===== src/rtl/timer_tick_select.sv =====
module timer_tick_select #(
  parameter int PRE_W   = 10,
  parameter int WDT_DIV = 128
) (
  input  logic       clk,
  input  logic       rst_n,
  input  logic       apb_tick,
  input  logic       rtc_tick,
  input  logic       ext_tick,
  input  logic       fmt_split,
  input  logic [2:0] comb_sel,
  input  logic [2:0] src_sel,
  input  logic [2:0] pre_sel,
  input  logic       wdt_use_rtc,
  output logic       tick_out,
  output logic       wdt_tick_out
);

  localparam int WDT_W = $clog2(WDT_DIV);
  localparam int CFG_W = 10;

  logic [2:0]       src_oh;
  logic [2:0]       pow;
  logic             valid;
  logic             in_tick;
  logic [PRE_W:0]   span;
  logic [PRE_W-1:0] limit;
  logic [PRE_W-1:0] cnt;
  logic [CFG_W-1:0] cfg, cfg_q;
  logic             cfg_chg;
  logic [WDT_W-1:0] wcnt;
  logic             wsel_q;

  always_comb begin
    src_oh = 3'b000;
    pow    = 3'd0;
    valid  = 1'b0;
    if (!fmt_split) begin
      unique case (comb_sel)
        3'd0, 3'd1, 3'd2, 3'd3: begin
          src_oh = 3'b001;
          pow    = comb_sel + 3'd1;
          valid  = 1'b1;
        end
        3'd4: begin src_oh = 3'b010; valid = 1'b1; end
        3'd5: begin src_oh = 3'b100; valid = 1'b1; end
        default: valid = 1'b0;
      endcase
    end else begin
      src_oh = src_sel;
      pow    = pre_sel;
      valid  = $onehot(src_sel) && (pre_sel <= 3'd5);
    end
  end

  assign in_tick = valid && |(src_oh & {ext_tick, rtc_tick, apb_tick});
  assign span    = (PRE_W+1)'(1) << {pow, 1'b0};
  assign limit   = PRE_W'(span - (PRE_W+1)'(1));
  assign cfg     = {fmt_split, comb_sel, src_sel, pre_sel};
  assign cfg_chg = (cfg != cfg_q);

  always_ff @(posedge clk) begin
    if (!rst_n) begin
      cnt      <= '0;
      cfg_q    <= '0;
      tick_out <= 1'b0;
    end else begin
      cfg_q <= cfg;
      if (cfg_chg) begin
        cnt      <= '0;
        tick_out <= 1'b0;
      end else if (in_tick) begin
        if (cnt == limit) begin
          cnt      <= '0;
          tick_out <= 1'b1;
        end else begin
          cnt      <= cnt + 1'b1;
          tick_out <= 1'b0;
        end
      end else begin
        tick_out <= 1'b0;
      end
    end
  end

  always_ff @(posedge clk) begin
    if (!rst_n) begin
      wcnt         <= '0;
      wsel_q       <= 1'b0;
      wdt_tick_out <= 1'b0;
    end else begin
      wsel_q <= wdt_use_rtc;
      if (wdt_use_rtc != wsel_q) begin
        wcnt         <= '0;
        wdt_tick_out <= 1'b0;
      end else if (wdt_use_rtc) begin
        wdt_tick_out <= rtc_tick;
      end else if (ext_tick) begin
        if (wcnt == WDT_W'(WDT_DIV - 1)) begin
          wcnt         <= '0;
          wdt_tick_out <= 1'b1;
        end else begin
          wcnt         <= wcnt + 1'b1;
          wdt_tick_out <= 1'b0;
        end
      end else begin
        wdt_tick_out <= 1'b0;
      end
    end
  end

  assert_tick_follows_input_R6: assert property (@(posedge clk) disable iff (!rst_n)
    tick_out |-> $past(in_tick));

  // R4 and R5 illegal settings are covered here as well
  assert_stopped_quiet_R3: assert property (@(posedge clk) disable iff (!rst_n)
    !valid |=> !tick_out);

  assert_change_clears_R7: assert property (@(posedge clk) disable iff (!rst_n)
    cfg_chg |=> (cnt == '0) && !tick_out);

  assert_cnt_bound_R5: assert property (@(posedge clk) disable iff (!rst_n)
    !cfg_chg |-> (cnt <= limit));

  assert_wdt_rtc_R8: assert property (@(posedge clk) disable iff (!rst_n)
    (wsel_q && wdt_use_rtc && rtc_tick) |=> wdt_tick_out);

  assert_wdt_ext_R9: assert property (@(posedge clk) disable iff (!rst_n)
    (!wsel_q && !wdt_use_rtc && !ext_tick) |=> !wdt_tick_out);

endmodule


===== config.mk =====
export PLATFORM = sky130hd
export DESIGN_NAME = timer_tick_select
export DESIGN_NICKNAME = d
export VERILOG_FILES = /design/src/rtl/timer_tick_select.sv
export SDC_FILE = /design/constraint.sdc
export NUM_CORES = 1
export LEC_CHECK = 0
export ABC_CLOCK_PERIOD_IN_PS = 4200
export CORE_MARGIN = 1.5
export CORE_UTILIZATION = 52
export DETAILED_ROUTE_END_ITERATION = 10
export GPL_TIMING_DRIVEN = 0
export HOLD_SLACK_MARGIN = 0.08
export PLACE_DENSITY = 0.72
export SETUP_SLACK_MARGIN = 0.05
export SLEW_MARGIN = 20
export SYNTH_ARGS = -nofsm -noshare
export SYNTH_HDL_FRONTEND = slang
export SYNTH_SLANG_ARGS = --single-unit

===== constraint.sdc =====
create_clock -name clk -period 4.2 [get_ports clk]
set_input_delay 0.42 -clock clk [delete_from_list [all_inputs] [get_ports clk]]
set_output_delay 0.42 -clock clk [all_outputs]
set_load 0.005 [all_outputs]

==> results by group, run 1 <==
Setup path
  – Worst path slowest cell: clkdlybuf4s50_1
  – Critical path data required time: 4.40 ns
  – CP startpoint kind: input pin
  – Worst setup path category: in2reg
  – Buf/Inv on CP: 2
  – CP cell instances: clkdlybuf4s50_1, ha_1, ha_1, or3b_2, o211ai_2, nor2_1, nand2_1, ha_1, nand2_1, a31oi_1, o22ai_1, a2111oi_0, and4_4, buf_6, a211oi_1
  – Most common cell on crit path: ha_1
  – Flop-to-flop setup slack: 2.16 ns
  – Worst Setup End Kind: flip-flop
  – R2r startpoint: cnt[3]$_SDFFE_PP0P_
  – Critical path's top delay family: simple AND/OR/NAND/NOR gates
  – CP arrival: 4.07 ns
  – FF-to-FF End: cnt[7]$_SDFFE_PP0P_
  – Critical path's largest stage delay: 0.56 ns
  – Worst-case reg-to-reg path depth: 8
  – Largest fanout on the critical path: 10

CTS
  – Max clock buf depth: 2
  – Num CTS Buffers: 5
  – CTS Sinks: 30
  – Root Buffer: clkbuf_4
  – CTS HTree Levels: 2
  – Clk slew on worst S/H paths: 0.10 ns
  – CTS resizes: 0
  – Hold_buf cts: 0
  – Setup bufs post-CTS: 0
  – Clk_lat worst skew: 0.33 ns
  – CTS tree: done

Synthesis
  – Yosys top cell area share: 31.7%
  – Most common cell in the synthesized netlist: dfxtp_1
  – Synth Area per Inst: 9.01 um2
  – Syn nets: 235
  – Area contributors post-synth: dfxtp_1, xnor2_1, ha_1
  – Dominant synthesized flop cell: dfxtp_1
  – Synth async-reset ratio: 0%
  – Syn. warnings: 0
  – Synth Instances: 210
  – Post-synth EDFFs: 0
  – Seq/Total Area, Yosys: 31.7%
  – Synth area leader: dfxtp_1
  – Mapped cell area: 1890 um2
  – Yosys reg bits: 30
  – Most frequent cells after synthesis: dfxtp_1, xnor2_1, nor2_1, and2_1, nand2_1
  – Yosys cell types: 54

Final layout
  – Diode count: 0
  – Layout cells sized above 1: 8.55%
  – Area delta synth->final: 15.2%
  – Fin nets: 258

Hold path
  – Worst hold start: wcnt[5]$_SDFFE_PP0P_
  – Hold worst-path end: wcnt[5]$_SDFFE_PP0P_
  – Hold Path Class: reg2reg
  – Hold Path Cell Cnt: 2

GRT
  – Vias in the first global route: 1,531
  – Initial antenna violation count: 0
  – Largest net degree at the start of global routing: 11
  – Remaining global-route overflow: 0
  – GRT Overall Usage: 22.1%
  – First-pass GRT wire length: 7040 um

Die
  – Ports: 18
  – Initial Utilization: 55.4%
  – Overall die width: 63.3 um
  – Die area: 4010 um2
  – Row cnt: 21
  – Core ar.: 3420 um2
  – Die Span Y: 63.3 um

Routing
  – Vias: 1,597
  – Final wirelength: 4060 um
  – Detail Route Antenna Nets: 0
  – DR pass1 iterations: 4
  – Initial drt markers: 84
  – Vias/cell: 5.70
  – Wire per inst: 14.5 um
  – Detailed-route DRC error count: 0

Placement
  – GPL Wtd Cong: 0.855
  – DP Wirelength: 3100 um
  – IO buf count: 17
  – Dpl ws: -0.125 ns

Timing
  – Fin. Hold Viols: 0
  – Final Cycle Share: 92.2%
  – Fmax: 0.258 GHz
  – Final min period: 3.87 ns
  – Slew @ Worst Pin: 0.493 ns
  – Final Hold Slack: 0.521 ns
  – Setup TNS: 0 ns
  – Clock Skew: 0.00862 ns
  – Final WS setup: 0.329 ns
  – Slew headroom: 66.2%
  – Max-slew violation count: 0
  – RSZ-0062 raised after global routing: no
  – Setup-failing EPs final: 0

Power
  – Pleak: 0.781 nW
  – Worst VDD drop: 0.145 mV
  – Cell Pwr Density: 274 nW/um2

Outcome
  – Status: finished, final reports clean

Job
  – Max-cap violation count: 0
[final cells by class]
| class | instances | area [um2] |
|---|---|---|
| fill | 283 | 1240 |
| timing repair buffer | 17 | 170 |
| clock buffer | 6 | 51.3 |
| clock inverter | 2 | 12.5 |
| buffer | 6 | 38.8 |
| tap | 46 | 57.6 |
| multi-input combinational | 162 | 1210 |
| inverter | 11 | 41.3 |
| sequential | 30 | 601 |
[flip-flops by register name, summed over array words and instances (netlist names)]
register,cells
cfg_q,10
cnt,10
tick_out,1
wcnt,7
wdt_tick_out,1
wsel_q,1
[metrics by stage]
step,util (%),power [W],instances,cell area [um2]
2_1_floorplan,-,0.000381,210,1890
3_3_place_gp,62.1,0.000417,273,2120
3_5_place_dp,62.1,0.000420,273,2120
4_1_cts,63.9,0.000600,281,2180
5_1_grt,63.8,0.000630,280,2180
6_report,63.8,0.000598,280,2180
[kinds of logic after synthesis]
logic type,count (synthesis),synth area share [%]
simple gates,81,24.6
fa+ha+maj,9,6.35
compound gates,40,17.8
flops,30,31.7
buf+inv,18,4.43
xor+xnor,28,13.0
mux,4,2.12
[power breakdown]
part / total (W) / internal, W / leakage [nW] / switching [W]
registers: 0.000294 / 0.000291 / 0.245 / 0.00000293
clock network: 0.000183 / 0.0000804 / 0.0343 / 0.000103
logic: 0.000121 / 0.0000561 / 0.502 / 0.0000652
[per-layer routing]
metal / routed length, um / part of all wire, % / global-route usage [%]
met3: 136 / 3.4 / 4.82
met2: 1920 / 47 / 36.6
met5: 0 / 0 / 0
met4: 55 / 1.4 / 6.52
met1: 1950 / 48 / 28.9
[worst max path at each step]
stage / start / end / slack, ns / cells after the start
floorplan: comb_sel[0] / cnt[1]$_SDFFE_PP0P_ / 0.94 / 15
global placement: comb_sel[0] / cnt[7]$_SDFFE_PP0P_ / -0.03 / 16
detailed placement: comb_sel[0] / cnt[7]$_SDFFE_PP0P_ / -0.12 / 16
CTS: comb_sel[0] / cnt[7]$_SDFFE_PP0P_ / 0.24 / 16
global route: comb_sel[0] / cnt[7]$_SDFFE_PP0P_ / 0.07 / 15
finish: comb_sel[0] / cnt[7]$_SDFFE_PP0P_ / 0.33 / 15
[layout by cell type (no fill, tap or decap), types with 2 or more instances in the layout]
master / netlist / layout
dfxtp_1: 30 / 30
xnor2_1: 18 / 18
clkdlybuf4s50_1: 0 / 17
nor2_1: 15 / 15
and2_1: 14 / 14
nand2_1: 12 / 12
inv_1: 11 / 11
xor2_1: 10 / 10
a211oi_1: 9 / 9
ha_1: 8 / 8
nor3_1: 6 / 6
nand4_1: 5 / 5
nand3_1: 5 / 5
clkbuf_4: 0 / 5
nand2b_1: 4 / 4
nor2b_1: 4 / 4
mux2i_1: 4 / 4
o21ai_0: 4 / 4
or3_1: 3 / 3
buf_6: 2 / 2
a311o_1: 2 / 2
a31oi_1: 2 / 2
and4_1: 2 / 2
a21oi_1: 2 / 2
clkbuf_1: 2 / 2
a32oi_1: 2 / 2
a22oi_1: 2 / 2
o22ai_1: 2 / 2
nor4_1: 2 / 2
[worst min-delay path, stage by stage, from the launching register on]
cell     delay [ns]
dfxtp_1        0.35
xor2_1         0.07
nor2_1         0.07
Note: power is estimated with default switching activity, not from simulation.
==> run 2: changes to the inputs <==
CORE_ASPECT_RATIO = 0.9   (was not set)
SETUP_SLACK_MARGIN = not set   (was 0.05)
==> run 2 against run 1 <==
  * Worst setup slack worse by 0.12 ns
  * Die area barely moved
  * Cell count down 0.71%
  * Sequential power barely moved
  * Register-to-register slack improved by 0.03 ns
  * Non-clock buffer count increased by 1
  * Critical endpoint is now cnt[9]$_SDFFE_PP0P_
==> results by group, run 2 (synthesis results as in run 1) <==
Setup path
  – Flop-to-flop setup slack: 2.19 ns
  – CP cell instances: clkdlybuf4s50_1, ha_1, ha_1, or3b_2, o211ai_2, nor2_1, nand2_1, ha_1, buf_1, nand2_1, a31oi_1, o22ai_1, a2111oi_0, and4_4, buf_6, a211oi_1
  – Largest fanout on the critical path: 10
  – Buf/Inv on CP: 3
  – CP arrival: 4.13 ns
  – Worst-case reg-to-reg path depth: 8
  – Worst path slowest cell: clkdlybuf4s50_1
  – CP startpoint kind: input pin
  – Worst setup path category: in2reg
  – Critical path's top delay family: simple AND/OR/NAND/NOR gates
  – Worst path depth: 16
  – Critical path data required time: 4.34 ns
  – Critical path's largest stage delay: 0.55 ns
  – Most common cell on crit path: ha_1
  – Worst Setup End Kind: flip-flop

Power
  – Sw frac: 27.9%
  – Sw Pwr: 0.000178 W
  – Cell Pwr Density: 289 nW/um2
  – Reg power frac: 46.2%
  – Worst VDD drop: 0.165 mV
  – Tot Pwr: 0.000636 W
  – Clock share of power: 34.6%
  – Cell Int Power: 0.000458 W
  – Comb pwr share: 19.2%
  – Pleak: 0.792 nW

Hold path
  – Hold Path Cell Cnt: 2
  – Hold Path Class: reg2reg

CTS
  – Clk slew on worst S/H paths: 0.06 ns
  – CTS tree: done
  – Max clock buf depth: 2
  – CTS resizes: 0
  – CTS HTree Levels: 2
  – Root Buffer: clkbuf_8
  – Setup bufs post-CTS: 0
  – CTS Sinks: 30
  – Num CTS Buffers: 5
  – Clk_lat worst skew: 0.28 ns
  – Hold_buf cts: 0

Routing
  – Vias/cell: 5.82
  – Initial drt markers: 70
  – Detailed-route DRC error count: 0
  – Vias: 1,617
  – Detail Route Antenna Nets: 0
  – DR pass1 iterations: 4
  – Wire per inst: 14.9 um
  – Final wirelength: 4130 um

GRT
  – Initial antenna violation count: 0
  – Remaining global-route overflow: 0
  – First-pass GRT wire length: 6820 um
  – Largest net degree at the start of global routing: 11
  – Vias in the first global route: 1,563
  – GRT Overall Usage: 22.7%

Final layout
  – Fin area: 2200 um2
  – Most common cell after layout, fill and taps aside: dfxtp_1
  – Biggest regs: cfg_q x10, cnt x10, wcnt x7
  – Diode count: 0
  – Most frequent cells in the layout: dfxtp_1, xnor2_1, clkdlybuf4s50_1
  – Layout cells sized above 1: 8.12%
  – Final Util: 64.1%
  – Fin nets: 259
  – Filler instances: 289
  – Area delta synth->final: 16.1%

Die
  – Row cnt: 20
  – Overall die width: 66.6 um
  – Core ar.: 3430 um2
  – Ports: 18
  – Die area: 4010 um2
  – Die Span Y: 60.2 um
  – Initial Utilization: 55.2%

Timing
  – Fmax: 0.251 GHz
  – Slew @ Worst Pin: 0.523 ns
  – Final WS setup: 0.210 ns
  – Clock Skew: 0.00808 ns
  – RSZ-0062 raised after global routing: no
  – Final Cycle Share: 95.0%
  – Slew headroom: 65.1%
  – Final min period: 3.99 ns
  – Max-slew violation count: 0
  – Setup-failing EPs final: 0
  – Fin. Hold Viols: 0

Placement
  – Dpl ws: -0.0747 ns
  – DP Wirelength: 3130 um
  – IO buf count: 17
  – GPL Wtd Cong: 0.827
  – Cell Area, Placed: 2120 um2

Outcome
  – Status: finished, final reports clean

Job
  – Max-cap violation count: 0
## run 2: cell types whose count changed in the layout (fill, tap and decap cells not counted), sizes merged
cell	delta
clkbuf	-1
clkinvlp	-1
buf	+1
clkinv	+1
## run 2: final cells by class
cell class | count | area (um2) | share of cell area, %
Sequential cell | 30 | 601 | 27.4
Clock inverter | 2 | 10.0 | 0.456
Multi-Input combinational cell | 162 | 1210 | 55.0
Clock buffer | 5 | 68.8 | 3.13
Tap cell | 44 | 55.1 | 2.51
Inverter | 11 | 41.3 | 1.88
Buffer | 7 | 42.5 | 1.94
Timing Repair Buffer | 17 | 170 | 7.75
## run 2: tightest hold or removal path, delay by kind of cell (launching register included)
kind | cells | cell delay, ns
DFF | 1 | 0.32
and+or+nand+nor | 1 | 0.09
AOI/OAI and AO/OA | 1 | 0.06
## run 2: path summary, 6_finish.rpt
path                         from                       to
max                   comb_sel[0]      cnt[9]$_SDFFE_PP0P_
min          wcnt[6]$_SDFFE_PP0P_  wdt_tick_out$_SDFF_PP0_
min reg2reg  wcnt[6]$_SDFFE_PP0P_  wdt_tick_out$_SDFF_PP0_
max reg2reg   cnt[3]$_SDFFE_PP0P_      cnt[9]$_SDFFE_PP0P_
## run 2: routing by layer
metal  part of all wire (%)  wire, um  vias up  global-route usage, %
met5                      0         0        -                      0
met4                    1.7        72        0                   12.5
met3                    3.4       139        8                   5.65
met2                     46      1920       27                   35.4
met1                     48      2000      774                   28.7
li1                       -         -      808                      -
## run 2: power by group through the flow
stage / combinational (W) / sequential [W] / clock [W]
final: 0.000122 / 0.000294 / 0.000220
after global routing: 0.000134 / 0.000295 / 0.000238
after CTS: 0.000121 / 0.000294 / 0.000224
after detailed placement: 0.000120 / 0.000300 / 0
after global placement: 0.000116 / 0.000300 / 0
after floorplan: 0.0000808 / 0.000300 / 0
## run 2: stage by stage
step	TNS [ns]	std cells	hold WS (ns)
global placement	0	271	0.485
detailed placement	-0.680	271	0.508
global route	0	278	0.548
finish	0	278	0.512
CTS	0	278	0.515
floorplan	0	210	0.467
